==> src/rtl/slot_pkg.sv <==
package slot_pkg;

    localparam int unsigned LFSR_W = 16;
    localparam int unsigned RUN_W  = 8;
    localparam int unsigned ID_W   = 64;

    typedef enum logic [1:0] {
        ST_IDLE  = 2'd0,
        ST_WARM  = 2'd1,
        ST_HUNT  = 2'd2,
        ST_COUNT = 2'd3
    } slot_state_e;

    typedef struct packed {
        logic lfsr_load;
        logic lfsr_step;
        logic cnt_load;
        logic cnt_en;
    } slot_ctl_t;

    // x^16 + x^14 + x^13 + x^11 + 1, left-shifting Fibonacci form
    function automatic logic [LFSR_W-1:0] lfsr_advance(input logic [LFSR_W-1:0] cur);
        logic fb;
        fb = cur[15] ^ cur[13] ^ cur[12] ^ cur[10];
        return {cur[LFSR_W-2:0], fb};
    endfunction

    function automatic logic [LFSR_W-1:0] seed_guard(input logic [LFSR_W-1:0] s);
        return (s == '0) ? {{(LFSR_W-1){1'b0}}, 1'b1} : s;
    endfunction

endpackage

==> src/rtl/slot_lfsr.sv <==
module slot_lfsr
    import slot_pkg::*;
#(
    parameter int unsigned W = LFSR_W
) (
    input  logic         clk,
    input  logic         rst,
    input  logic         load,
    input  logic         step,
    input  logic [W-1:0] seed,
    output logic [W-1:0] value
);
    logic [W-1:0] state_q;

    always_ff @(posedge clk) begin
        if (rst) begin
            state_q <= {{(W-1){1'b0}}, 1'b1};
        end else if (load) begin
            state_q <= seed_guard(seed);
        end else if (step) begin
            state_q <= lfsr_advance(state_q);
        end
    end

    assign value = state_q;

    // the register never holds the lockup value
    a_r2_nonzero: assert property (@(posedge clk) disable iff (rst)
        state_q != '0);

    // a step with no load moves the previous value one place left
    a_r3_shift: assert property (@(posedge clk) disable iff (rst)
        (step && !load) |=> (state_q[W-1:1] == $past(state_q[W-2:0])));

endmodule

==> src/rtl/slot_downcnt.sv <==
module slot_downcnt
    import slot_pkg::*;
#(
    parameter int unsigned W = LFSR_W
) (
    input  logic         clk,
    input  logic         rst,
    input  logic         clr,
    input  logic         load,
    input  logic [W-1:0] load_val,
    input  logic         en,
    input  logic         tick,
    output logic         zero
);
    logic [W-1:0] cnt_q;

    always_ff @(posedge clk) begin
        if (rst || clr) begin
            cnt_q <= '0;
        end else if (load) begin
            cnt_q <= load_val;
        end else if (en && tick && (cnt_q != '0)) begin
            cnt_q <= cnt_q - 1'b1;
        end
    end

    assign zero = (cnt_q == '0);

    // without load or tick the count holds
    a_r6_hold: assert property (@(posedge clk) disable iff (rst)
        (!clr && !load && !(en && tick)) |=> $stable(cnt_q));

    // an enabled tick on a nonzero count takes exactly one off
    a_r6_step: assert property (@(posedge clk) disable iff (rst)
        (!clr && !load && en && tick && !zero) |=> (cnt_q == $past(cnt_q) - 1'b1));

endmodule

==> src/rtl/slot_ctrl.sv <==
module slot_ctrl
    import slot_pkg::*;
#(
    parameter int unsigned RW = RUN_W
) (
    input  logic          clk,
    input  logic          rst,
    input  logic          clr,
    input  logic          start,
    input  logic [RW-1:0] run_len,
    input  logic          rx_valid,
    input  logic          rx_bit,
    input  logic          cnt_zero,
    output slot_ctl_t     ctl,
    output logic          expired,
    output logic          busy
);
    slot_state_e   state_q, state_d;
    logic [RW-1:0] run_q, run_d;
    logic          expire_d;
    logic          zero_bit;

    assign zero_bit = rx_valid && !rx_bit;

    always_comb begin
        state_d  = state_q;
        run_d    = run_q;
        ctl      = '0;
        expire_d = 1'b0;
        unique case (state_q)
            ST_IDLE: begin
                if (start) begin
                    ctl.lfsr_load = 1'b1;
                    run_d         = run_len;
                    state_d       = ST_WARM;
                end
            end
            ST_WARM: begin
                if (run_q == '0) begin
                    state_d = ST_HUNT;
                end else begin
                    ctl.lfsr_step = 1'b1;
                    run_d         = run_q - 1'b1;
                end
            end
            ST_HUNT: begin
                if (zero_bit) begin
                    ctl.cnt_load = 1'b1;
                    state_d      = ST_COUNT;
                end else begin
                    ctl.lfsr_step = 1'b1;
                end
            end
            ST_COUNT: begin
                if (cnt_zero) begin
                    expire_d = 1'b1;
                    state_d  = ST_IDLE;
                end else begin
                    ctl.cnt_en = 1'b1;
                end
            end
            default: state_d = ST_IDLE;
        endcase
        if (clr) begin
            ctl      = '0;
            expire_d = 1'b0;
            state_d  = ST_IDLE;
        end
    end

    always_ff @(posedge clk) begin
        if (rst) begin
            state_q <= ST_IDLE;
            run_q   <= '0;
            expired <= 1'b0;
        end else begin
            state_q <= state_d;
            run_q   <= run_d;
            expired <= expire_d;
        end
    end

    assign busy = (state_q != ST_IDLE);

    // clear forces idle
    a_r1_clear_idle: assert property (@(posedge clk) disable iff (rst)
        clr |=> (!busy && !expired));

    // the expiry pulse lasts one cycle
    a_r7_one_pulse: assert property (@(posedge clk) disable iff (rst)
        expired |=> !expired);

    // an accepted start makes the block busy
    a_r8_busy_rise: assert property (@(posedge clk) disable iff (rst)
        (!busy && start && !clr) |=> busy);

    // busy drops together with the expiry pulse
    a_r8_busy_fall: assert property (@(posedge clk) disable iff (rst)
        expired |-> !busy);

    // a start while counting does not restart the seed load
    a_r9_no_restart: assert property (@(posedge clk) disable iff (rst)
        (busy && start) |-> !ctl.lfsr_load);

endmodule

==> src/rtl/slot_delay_gen.sv <==
module slot_delay_gen
    import slot_pkg::*;
#(
    parameter int unsigned SEED_W = LFSR_W,
    parameter int unsigned TID_W  = ID_W,
    parameter int unsigned WARM_W = RUN_W
) (
    input  logic              clk,
    input  logic              rst,
    input  logic              clr,
    input  logic              start,
    input  logic [SEED_W-1:0] seed,
    input  logic [TID_W-1:0]  tag_id,
    input  logic              rx_valid,
    input  logic              rx_bit,
    input  logic              slot_tick,
    output logic              slot_expired,
    output logic              busy
);
    slot_ctl_t         ctl;
    logic [SEED_W-1:0] rnd_val;
    logic              cnt_zero;

    slot_ctrl #(.RW(WARM_W)) u_ctrl (
        .clk      (clk),
        .rst      (rst),
        .clr      (clr),
        .start    (start),
        .run_len  (tag_id[WARM_W-1:0]),
        .rx_valid (rx_valid),
        .rx_bit   (rx_bit),
        .cnt_zero (cnt_zero),
        .ctl      (ctl),
        .expired  (slot_expired),
        .busy     (busy)
    );

    slot_lfsr #(.W(SEED_W)) u_lfsr (
        .clk   (clk),
        .rst   (rst),
        .load  (ctl.lfsr_load),
        .step  (ctl.lfsr_step),
        .seed  (seed),
        .value (rnd_val)
    );

    slot_downcnt #(.W(SEED_W)) u_cnt (
        .clk      (clk),
        .rst      (rst),
        .clr      (clr),
        .load     (ctl.cnt_load),
        .load_val (rnd_val),
        .en       (ctl.cnt_en),
        .tick     (slot_tick),
        .zero     (cnt_zero)
    );

endmodule

==> config.mk <==
export PLATFORM = sky130hd
export DESIGN_NAME = slot_delay_gen
export DESIGN_NICKNAME = d
export VERILOG_FILES = /design/src/rtl/slot_pkg.sv /design/src/rtl/slot_lfsr.sv /design/src/rtl/slot_downcnt.sv /design/src/rtl/slot_ctrl.sv /design/src/rtl/slot_delay_gen.sv
export SDC_FILE = /design/constraint.sdc
export NUM_CORES = 1
export LEC_CHECK = 0
export BUFFER_PORTS_ARGS = -buffer_cell sky130_fd_sc_hd__buf_2
export CAP_MARGIN = 30
export CORE_ASPECT_RATIO = 0.5
export CORE_MARGIN = 4
export CORE_UTILIZATION = 37
export CTS_BUF_LIST = sky130_fd_sc_hd__clkbuf_4
export DETAILED_ROUTE_END_ITERATION = 8
export PLACE_DENSITY_LB_ADDON = 0.3
export SLEW_MARGIN = 20
export SYNTH_ARGS = -nofsm -noshare
export SYNTH_HDL_FRONTEND = slang
export SYNTH_SLANG_ARGS = --single-unit
==> constraint.sdc <==
create_clock -name clk -period 3.1 [get_ports clk]
set_input_delay 0.31 -clock clk [delete_from_list [all_inputs] [get_ports clk]]
set_output_delay 0.31 -clock clk [all_outputs]
set_load 0.005 [all_outputs]
== Word level (Yosys, flattened, before mapping) ==
Cells that the tools add are included.

* Equality and inequality tests: 8
* Muxes and demuxes: 24
* Bitwise gates (word level): 4
* Add/sub/neg operators: 2
* Reduce and logical (&&, ||, !) cells: 18

{| class="wikitable"
|+ Operators with widths
! operator !! number
|-
| 16-bit 2-to-1 mux || 5
|-
| 16-bit logical NOT || 2
|-
| 8-bit 2-to-1 mux || 2
|-
| 8-bit one-hot mux with 2 select lines || 1
|-
| 16-bit nonzero test || 1
|-
| 16-bit by 1-bit subtractor with 16-bit output (second input constant) || 1
|-
| 1-bit 2-to-1 mux || 9
|-
| 8-bit logical NOT || 1
|-
| 2-bit 2-to-1 mux || 4
|-
| 2-bit one-hot mux with 4 select lines || 1
|-
| 2-bit nonzero test || 4
|-
| 8-bit by 1-bit subtractor with 8-bit output (second input constant) || 1
|-
| 2-bit inequality test (second input constant) || 3
|-
| 2-bit equality test (second input constant) || 2
|-
| 4-bit 2-to-1 mux || 1
|-
| 2-bit by 1-bit inequality test with 1-bit output (second input constant) || 2
|-
| 4-bit AND reduction || 1
|-
| 1-bit logical AND || 3
|-
| 3-bit AND reduction || 1
|-
| 3-bit OR reduction || 1
|-
| 1-bit bitwise XOR || 3
|-
| 2-bit by 1-bit equality test with 1-bit output (second input constant) || 1
|-
| 2-bit logical NOT || 1
|-
| 1-bit one-hot mux with 2 select lines || 1
|-
| other kinds (4) || 4
|}

* Logic and storage cells: 61
* Flip-flop bits (word level): 43

== Depth between registers and ports, before layout ==
* Depth in word-level cells: 9
* Depth in mapped cells: 9
* Mapped depth without buffers: 7

== By module ==
Synthesis repeated with hierarchy kept, for this count alone.

* Cells, all modules: 321
* Area, all modules: 2543.7 um^2

{| class="wikitable"
|+ By module, submodules not included
! module !! area each (um^2) !! instances !! sequential area each (um^2) !! cells an instance
|-
| slot_downcnt || 957.2 || 1 || 320.3 || 125
|-
| slot_ctrl || 814.5 || 1 || 220.2 || 101
|-
| slot_lfsr || 772.0 || 1 || 320.3 || 95
|}

== Worst setup path before layout ==
Ideal clock, no wire load.

* Path type: register -> register
* Start: register u_ctrl.state_q[0]
* End: register u_lfsr.state_q[13] (netlist: u_lfsr.value[13])
* Library setup time: 0.132 ns
* Stages on the path, launching flop included: 9
* Clock period less this slack: 1.956 ns
* Buffers on the path: 1
* Arrival: 1.824 ns
* Slack: 1.144 ns
* Cell sequence: dfxtp_1 -> inv_1 -> ha_1 -> inv_1 -> o41ai_2 -> nor2_4 -> buf_4 -> a221oi_1 -> nor3_1

* Cells in the longest elaborated chain, start to end: 4

{| class="wikitable"
|+ RTL lines
! what !! RTL line !! RTL
|-
| start, declared || slot_ctrl.sv:18 || <nowiki>slot_state_e state_q, state_d;</nowiki>
|-
| start signal, assigned || slot_ctrl.sv:77 || <nowiki>state_q <= state_d;</nowiki>
|-
| 2-bit equality test (tied with other cells) || slot_ctrl.sv:30 || <nowiki>unique case (state_q)</nowiki>
|-
| 1-bit one-hot mux with 2 select lines / 1-bit 2-to-1 mux (equally long branches) || slot_ctrl.sv:30 ||
|-
| 4-bit 2-to-1 mux (*) || slot_ctrl.sv:64 || <nowiki>if (clr) begin</nowiki>
|-
| 2-bit nonzero test (no source line) / 16-bit 2-to-1 mux (equally long branches) || -- ||
|-
| end signal, assigned || slot_lfsr.sv:17 || <nowiki>state_q <= {{(W-1){1'b0}}, 1'b1};</nowiki>
|-
| end signal, assigned || slot_lfsr.sv:19 || <nowiki>state_q <= seed_guard(seed);</nowiki>
|-
| end signal, assigned || slot_lfsr.sv:21 || <nowiki>state_q <= lfsr_advance(state_q);</nowiki>
|-
| end, declared || slot_lfsr.sv:13 || <nowiki>logic [W-1:0] state_q;</nowiki>
|}

Mark *: on every way between the ends. The rest lies on a longest branch, timed or not.
A chain may end at the register's enable or synchronous reset.

== Worst setup path after layout ==
* Start: register u_ctrl.state_q[1]
* End: register u_lfsr.state_q[9] (netlist: u_lfsr.value[9])

Same word-level chain as after synthesis.

==> metrics.md <==
| Metric | Value |
|---|---|
| First-pass GRT wire length | `10200 um` |
| DRT antenna net count | `0` |
| Power density over the cells | `400 mW/mm^2` |
| H-tree levels | `2` |
| Worst VDD drop | `0.000159 V` |
| Chip Width | `124 um` |
| Most frequent cells in the layout | `dfxtp_1 (43), buf_2 (32), nor3_1 (31), a21oi_1 (24), nor2_1 (20)` |
| Placed Instance Area | `approximately 0.0027 mm^2` |
| Yosys top cell by area | `dfxtp_1` |
| Fill cells | `~630` |
| #FFs+latches synth | `43` |
| CP max FO | `11` |
| CTS clock-pin slew for the worst setup and hold paths | `about 0.13 ns` |
| FMAX | `434 MHz` |
| Number of buffers created by CTS | `5` |
| Synth top area share | `0.344` |
| PortBufs | `32` |
| Setup bufs post-CTS | `0` |
| Area contributors post-synth | `dfxtp_1 (34%), nor3_1 (6.2%), a21oi_1 (4.8%), a221oi_1 (3.8%), ha_1 (3.5%)` |
| Pleak | `1.07 nW` |
| Antenna Cells | `0` |
| Period Utilization, post-route | `0.743` |
| Cell row count | `20` |
| Syn. warnings | `0` |
| TritonCTS clock tree | `yes` |
| Max-slew violation count | `0` |
| Netlist cell types | `58` |
| Final Wtd Congestion | `0.863` |
| Clock Latency Late Sink | `around 0.34 ns` |
| Die ar. | `between 0.008 and 0.009 mm^2` |
| CORE AREA | `0.00631 mm^2` |
| Post-synth EDFFs | `0` |
| Seq/Total Area, Yosys | `0.344` |
| Layout area overhead | `11.8%` |
| Largest net degree at the start of global routing | `31` |
| Worst Setup EP | `u_lfsr.value[9]` |
| DR DRC count | `0` |
| GRT Residual Overflow | `0` |
| Detailed-route via count | `2363` |
| Critical path class | `reg -> reg` |
| Final Setup Violations | `0` |
| Post-Syn Area | `between 0.002 and 0.003 mm^2` |
| Routed wire length | `slightly above 6000 um` |
| Commonest non-fill, non-tap cell in the layout | `dfxtp_1` |
| Die H | `66.2 um` |
| Slew headroom | `0.508` |
| Worst r2r path cells | `7` |
| Post_cts resized | `0` |
| CTS Sinks | `43` |
| DRT Pass-1 Iters | `4` |
| Worst path arrival time | `2.58 ns` |
| Critical Path Start | `u_ctrl.state_q[1]` |
| Hold Slack | `0.262 ns` |
| Hold Buf Count CTS | `0` |
| Initial antenna violation count | `0` |
| DRT iter0 DRCs | `204` |
| Cells after synthesis | `296` |
| Reg-to-reg slack, setup | `0.80 ns` |
| Worst reg2reg path startpoint | `u_ctrl.state_q[1]` |
| Layout cells sized above 1 | `0.191` |
| Actual transition at the worst max-transition pin | `0.735 ns` |
| Crit. End Element | `flip-flop` |
| Setup ws final | `0.797 ns` |
| IO Count | `89` |
| Post-route cell area | `0.00280 mm^2` |
| Startpoint types | `flip-flop` |
| Async set-or-reset flop fraction in the synthesized netlist | `0` |
| Post-DR wirelength/cell | `14.9 um` |
| Avg Inst Size Synth | `approximately 8.5 um^2` |
| Worst-case clock buffer depth | `2` |
| Post-Syn Nets | `390` |
| Post-DP HPWL | `around 4600 um` |
| Hold Path Class | `in -> reg` |
| Setup WS pre-CTS | `0.820 ns` |
| Max cap viols | `0` |
| Ys flop type | `dfxtp_1` |
| Initial Util | `0.397` |
| Total GRT Usage | `0.150` |
| Number of nets in the layout | `418` |
| Root Driver | `clkbuf_4` |
| Number of global-route vias before repair | `roughly 2200` |
| Status | `finished, final reports clean` |
| Setup tns final | `0 ns` |
| Vias/cell | `5.72` |
| RSZ-0062 raised after global routing | `no` |
| End of the worst register-to-register path | `u_lfsr.value[9]` |
| Layout Skew | `0.00817 ns` |
| CP Data Required Time | `3.38 ns` |
| Min Clock Period, post-route | `2.30 ns` |
| Final Hold Viols | `0` |
where the power goes:
part / total (mW) / leakage [nW] / switching (mW) / internal, mW
logic: 0.231 / 0.683 / 0.135 / 0.0957
clock network: 0.281 / 0.0361 / 0.174 / 0.106
registers: 0.608 / 0.350 / 0.0276 / 0.580
stage by stage:
stage / cells / util / power [mW]
6_report: 413 / 0.444 / 1.12
3_3_place_gp: 405 / 0.435 / 0.841
5_1_grt: 413 / 0.444 / 1.19
4_1_cts: 413 / 0.444 / 1.13
2_1_floorplan: 296 / - / 0.779
3_5_place_dp: 405 / 0.435 / 0.846
final cells by class:
| type | instances | area (um^2) | share of cell area |
|---|---|---|---|
| repair buffers | 36 | 190 | 0.0679 |
| flip-flops and latches | 43 | 861 | 0.307 |
| multi-input cells | 225 | 1530 | 0.547 |
| inverters | 13 | 48.8 | 0.0174 |
| well taps | 88 | 110 | 0.0393 |
| clock buffers | 7 | 52.6 | 0.0188 |
| clock inverters | 1 | 5.00 | 0.00179 |
synth_stat cells, drive strengths merged (2+ instances only):
cell	number
or3	2
nor3	33
and3	3
a31oi	4
o32ai	2
mux2	5
a41oi	2
o22ai	2
mux2i	6
a22oi	2
nand2b	2
or2	2
ha	7
or4	4
xnor2	8
a211oi	6
nand3b	4
nand2	10
a21oi	24
nand3	8
xor2	6
nor4	8
o31ai	2
dfxtp	43
nor4b	3
nor2b	4
o21ai	18
a221oi	11
inv	13
nor2	21
clkbuf	13
buf	2
cell families after synthesis:
kind of cell | Yosys count | share of synthesized area
adders and majority gates | 7 | 0.0350
DFF | 43 | 0.344
AOI/OAI and AO/OA | 84 | 0.229
buffers and inverters | 28 | 0.0440
muxes | 11 | 0.0465
xor gates and xnor gates | 14 | 0.0490
and+or+nand+nor | 109 | 0.253
worst min path at each step:
stage | start | endpoint | slack [ns] | cells after the start
floorplan | u_lfsr.value[1] | u_cnt.cnt_q[1] | 0.45 | 2
global placement | u_ctrl.run_q[7] | u_ctrl.run_q[7] | 0.48 | 2
detailed placement | u_ctrl.run_q[7] | u_ctrl.run_q[7] | 0.49 | 2
CTS | tag_id[4] | u_ctrl.run_q[4] | 0.24 | 3
global route | tag_id[4] | u_ctrl.run_q[4] | 0.24 | 3
finish | tag_id[4] | u_ctrl.run_q[4] | 0.26 | 3
worst max-delay path, cell delays in order (launching register included):
cell and delay [ns]:
dfxtp_1 0.35, inv_1 0.10, ha_1 0.20, nand3b_1 0.35
buf_4 0.31, nor2_1 0.53, a221oi_1 0.20, nor3_1 0.20
flip-flops by register name, summed over array words and instances (netlist names):
name            cells
u_lfsr.value       16
u_ctrl.state_q      2
u_ctrl.run_q        8
u_ctrl.expired      1
u_cnt.cnt_q        16
per-layer routing:
layer,GRT usage,vias up,routed length (um),part of all wire
li1,-,1186,-,-
met1,0.202,1105,2910,0.47
met2,0.241,64,2880,0.47
met3,0.0323,8,266,0.043
met4,0.0505,0,80,0.013
met5,0,-,0,0
Power figures use the tool's default switching activity.
